===== src/rtl/tmr_pkg.sv =====
package tmr_pkg;
  typedef enum logic [0:0] {
    GATE_IDLE = 1'b0,
    GATE_LIVE = 1'b1
  } gate_e;
endpackage


===== src/rtl/tmr_gate.sv =====
// Start/stop synchroniser: state only moves on ticks.
module tmr_gate
  import tmr_pkg::*;
(
  input  logic clk,
  input  logic rst_n,
  input  logic tick,
  input  logic run_bit,
  output logic live,
  output logic adv
);
  gate_e state_q;

  always_ff @(posedge clk or negedge rst_n) begin
    if (!rst_n) begin
      state_q <= GATE_IDLE;
    end else if (tick) begin
      unique case (state_q)
        GATE_IDLE: if (run_bit)  state_q <= GATE_LIVE;
        GATE_LIVE: if (!run_bit) state_q <= GATE_IDLE;
        default:   state_q <= GATE_IDLE;
      endcase
    end
  end

  assign live = (state_q == GATE_LIVE);
  // The edge is a counting edge whenever the gate was live before it,
  // including the final edge after run is cleared.
  assign adv  = tick && live;
endmodule


===== src/rtl/tmr_count.sv =====
// Counter with compare, wrap and registered interrupt.
module tmr_count #(
  parameter int W              = 8,
  parameter bit ZERO_MATCH_ALL = 1'b1
) (
  input  logic         clk,
  input  logic         rst_n,
  input  logic         adv,
  input  logic         clr,
  input  logic [W-1:0] cmp,
  output logic [W-1:0] count,
  output logic         irq
);
  localparam logic [W-1:0] ZERO = '0;
  localparam logic [W-1:0] ONE  = W'(1);

  logic         hit;
  logic [W-1:0] cnt_q;
  logic         irq_q;

  generate
    if (ZERO_MATCH_ALL) begin : g_zero_all
      assign hit = (cnt_q == cmp) || (cmp == ZERO);
    end else begin : g_plain
      assign hit = (cnt_q == cmp);
    end
  endgenerate

  always_ff @(posedge clk or negedge rst_n) begin
    if (!rst_n) begin
      cnt_q <= ZERO;
      irq_q <= 1'b0;
    end else begin
      irq_q <= adv && hit && !clr;
      if (clr)
        cnt_q <= ZERO;
      else if (adv)
        cnt_q <= hit ? ZERO : cnt_q + ONE;
    end
  end

  assign count = cnt_q;
  assign irq   = irq_q;
endmodule


===== src/rtl/match_timer.sv =====
module match_timer #(
  parameter int W              = 8,
  parameter bit ZERO_MATCH_ALL = 1'b1
) (
  input  logic         clk,
  input  logic         rst_n,
  input  logic         tick,
  input  logic         run_we,
  input  logic         run_wdata,
  input  logic         cmp_we,
  input  logic [W-1:0] cmp_wdata,
  input  logic         cnt_we,
  output logic         run_bit,
  output logic         active,
  output logic [W-1:0] count,
  output logic [W-1:0] cmp,
  output logic         irq
);
  localparam logic [W-1:0] CMP_RST = '1;

  logic         run_q;
  logic [W-1:0] cmp_q;
  logic         adv;

  always_ff @(posedge clk or negedge rst_n) begin
    if (!rst_n) begin
      run_q <= 1'b0;
      cmp_q <= CMP_RST;
    end else begin
      if (run_we) run_q <= run_wdata;
      if (cmp_we) cmp_q <= cmp_wdata;
    end
  end

  tmr_gate u_gate (
    .clk     (clk),
    .rst_n   (rst_n),
    .tick    (tick),
    .run_bit (run_q),
    .live    (active),
    .adv     (adv)
  );

  tmr_count #(.W(W), .ZERO_MATCH_ALL(ZERO_MATCH_ALL)) u_count (
    .clk   (clk),
    .rst_n (rst_n),
    .adv   (adv),
    .clr   (cnt_we),
    .cmp   (cmp_q),
    .count (count),
    .irq   (irq)
  );

  assign run_bit = run_q;
  assign cmp     = cmp_q;
endmodule


===== config.mk =====
export PLATFORM = sky130hd
export DESIGN_NAME = match_timer
export DESIGN_NICKNAME = d
export VERILOG_FILES = /design/src/rtl/tmr_pkg.sv /design/src/rtl/tmr_gate.sv /design/src/rtl/tmr_count.sv /design/src/rtl/match_timer.sv
export SDC_FILE = /design/constraint.sdc
export NUM_CORES = 1
export LEC_CHECK = 0
export CORE_AREA = 2 2 53 55
export CTS_CLUSTER_DIAMETER = 150
export DETAILED_ROUTE_END_ITERATION = 16
export DIE_AREA = 0 0 55 57
export PLACE_DENSITY = 0.74
export SLEW_MARGIN = 20
export SYNTH_ARGS = -nofsm -noshare
export SYNTH_HDL_FRONTEND = slang
export SYNTH_SLANG_ARGS = --single-unit

===== constraint.sdc =====
create_clock -name clk -period 1.9 [get_ports clk]
set_input_delay 0.285 -clock clk [delete_from_list [all_inputs] [get_ports clk]]
set_output_delay 0.285 -clock clk [all_outputs]
set_load 0.1 [all_outputs]

==> flow_summary.ini <==
[pwr]
p_total_mw = 1.128
peakVddDrop_v = 0.0007014
power_density_nw_per_um2 = 716.0
p_leak_nw = 0.5853

[drt]
drt-total-wl_um = 2346
drt_iter0_drc = 25
drcViolationCount = 0
vias = 876
drt.antenna.violating_nets = 0
viasPerCell = 5.580
drtPass1Iterations = 4
wl_per_cell_um = 14.94

[synth]
synthCells = 92
ys_seq_area_frac = 0.4480
avgSynthCellArea_sq_um = 11.78
yosysWarningCount = 0
synth_cell_types = 32
ys_seq_elements = 19
synth_nets = 108
netlist_area_sq_um = 1084

[finish]
drive_gt1_frac = 0.4683
diodes = 0
nets = 143
syn_to_final_growth_pct = 45.38
fin_cells = 157

[floorplanning]
die_w_um = 55
rows = 19
initial_utilization = 0.4144
dieArea_sq_um = 3135
core_area_sq_um = 2615
die_y_um = 57
pin_count = 34

[place]
gp_congestion = 0.8252
port_buffers = 33
hpwlAfterDp_um = 1860
placed_cells = 153

[sta]
slew_headroom = 0.7591
min_period_ns = 1.536
skew_ns = 0.004801
final.setup.tns_ns = 0
slew_violations = 0
max_freq_mhz = 650.8
worstMarginPinSlew_ns = 0.3584
min_period_over_period = 0.8087
hold_viol = 0
setup_viol = 0
holdWs_ns = 0.3002
rsz0062_at_grt = false

[setup_path]
arrival_ns = 1.75
critPathTopFamily = compound AO/OA/AOI/OAI gates
path_cells = ha_1 -> and2_2 -> a21oi_1 -> o211ai_1 -> a211oi_1
startpoint_type = flop
worstPathRequired_ns = 2.11
cp_num_buf_inv = 0
slowest_stage = dfrtp_2
cp-end-kind = flop
path_class = reg -> reg
cp_max_fo = 6
cpPeakStageDelay_ns = 0.47

[global_route]
antenna_found_initial = 0
track_usage = 0.1798
grt_max_degree = 20
grt_pass1_wl_um = 4146
grt_pass1_vias = 921
grt-ovfl-total = 0

[clock_network]
cts_resized = 0
clkTransAtPathRegs_ns = 0.11
h-tree-depth = 1
cts_tree = done
cts_hold_buf = 0
postCtsSetupBuffers = 0
clockBufferDepth = 2
cts_buffers = 3
cts.sink_count = 19
clock_latency_ns = 0.31
cts_root_buffer = clkbuf_4

[run_status]
status = complete, no violations

[hold_path]
hold_path_class = in -> async

[job]
drv_cap = 0
worst reg2reg max path, delay by kind of cell (launching register included):
family,cells,cell delay [ns]
AOI/OAI and AO/OA,3,0.53
adders and majority gates,1,0.25
DFF,1,0.47
and+or+nand+nor,1,0.19
registers in the layout, indices dropped and copies added (netlist names):
name / flops
run_bit: 1
u_count.count: 8
u_gate.live: 1
u_count.irq: 1
cmp: 8
layout by cell type (no fill, tap or decap), types with 2 or more instances in the layout:
cell type / netlist / routed
clkdlybuf4s50_1: 0 / 14
buf_12: 0 / 13
xnor2_1: 11 / 11
mux2_2: 10 / 10
dfstp_2: 8 / 8
buf_4: 1 / 8
dfrtp_1: 11 / 7
nand2_1: 6 / 6
nor2_1: 5 / 5
a211oi_1: 5 / 5
a21oi_1: 4 / 4
dfrtp_2: 0 / 4
o211ai_1: 3 / 3
clkbuf_4: 0 / 3
nor4_2: 2 / 2
and2_2: 2 / 2
nand3_2: 2 / 2
o2111ai_1: 2 / 2
a31oi_1: 2 / 2
report_power, final:
group	switching (mW)	leakage, nW	internal (mW)
Combinational	0.261	0.344	0.158
Clock	0.133	0.0150	0.0821
Sequential	0.0492	0.226	0.445
cell usage after synthesis (all sizes together):
library cell / count / area share
nor4b: 1 / 0.022
ha: 1 / 0.012
xnor2: 11 / 0.089
and2: 2 / 0.014
nor2: 5 / 0.017
nor3b: 1 / 0.012
o21ai: 1 / 0.0081
nor3: 1 / 0.0046
a211oi: 6 / 0.046
nand2: 6 / 0.021
dfstp: 8 / 0.19
or3b: 1 / 0.0081
dfrtp: 11 / 0.25
buf: 4 / 0.032
o2111ai: 2 / 0.016
nand3: 3 / 0.023
mux2: 10 / 0.10
nor4: 2 / 0.023
o221ai: 1 / 0.0081
clkbuf: 1 / 0.0035
and3: 1 / 0.0069
o211ai: 3 / 0.021
a21oi: 5 / 0.027
nand2b: 1 / 0.0058
nand4: 2 / 0.017
a31oi: 2 / 0.012
metal layers:
metal / wire length [um] / GRT usage / vias up
met1: 986 / 0.2645 / 423
met5: 0 / 0 / -
met4: 43 / 0.06620 / 0
met3: 114 / 0.01571 / 4
met2: 1201 / 0.2738 / 39
li1: - / - / 410
layout make-up:
type | count | area [sq um]
Fill cell | 230 | 1040
Multi-Input combinational cell | 68 | 559.3
Sequential cell | 19 | 490.5
Timing Repair Buffer | 35 | 460.4
Tap cell | 31 | 38.79
Clock buffer | 4 | 26.28
worst paths after layout:
path	slack, ns	endpoint	startpoint	depth (start not counted)
max in group asynchronous	1.34	cmp[7]	rst_n	2
worst min-delay path	0.30	u_count.count[6]	rst_n	2
min in group clk	0.55	run_bit	run_bit	1
worst min register to register	0.55	run_bit	run_bit	1
worst max register to register	0.36	u_count.count[2]	u_count.count[0]	5
worst max-delay path	0.36	u_count.count[2]	u_count.count[0]	5
through the flow:
stage | cell area (sq um) | utilization | setup WS (ns)
after CTS | 1575 | 0.6024 | 0.3565
after floorplan | 1089 | - | 0.02497
after global routing | 1575 | 0.6024 | 0.1975
after detailed placement | 1549 | 0.5923 | 0.1819
after global placement | 1549 | 0.5923 | 0.2510
final | 1575 | 0.6024 | 0.3635
cells by family (layout without fill, tap and decap cells):
logic type	Yosys count	in the layout	share of synthesized area
AND/OR/NAND/NOR	26	26	0.1744
adder cells (fa/ha/maj)	1	1	0.01155
flip-flops	19	19	0.4480
AO/OA/AOI/OAI	20	20	0.1374
multiplexers	10	10	0.1039
XOR/XNOR	11	11	0.08891
buffers and inverters	5	39	0.03579
Power figures use the tool's default switching activity.
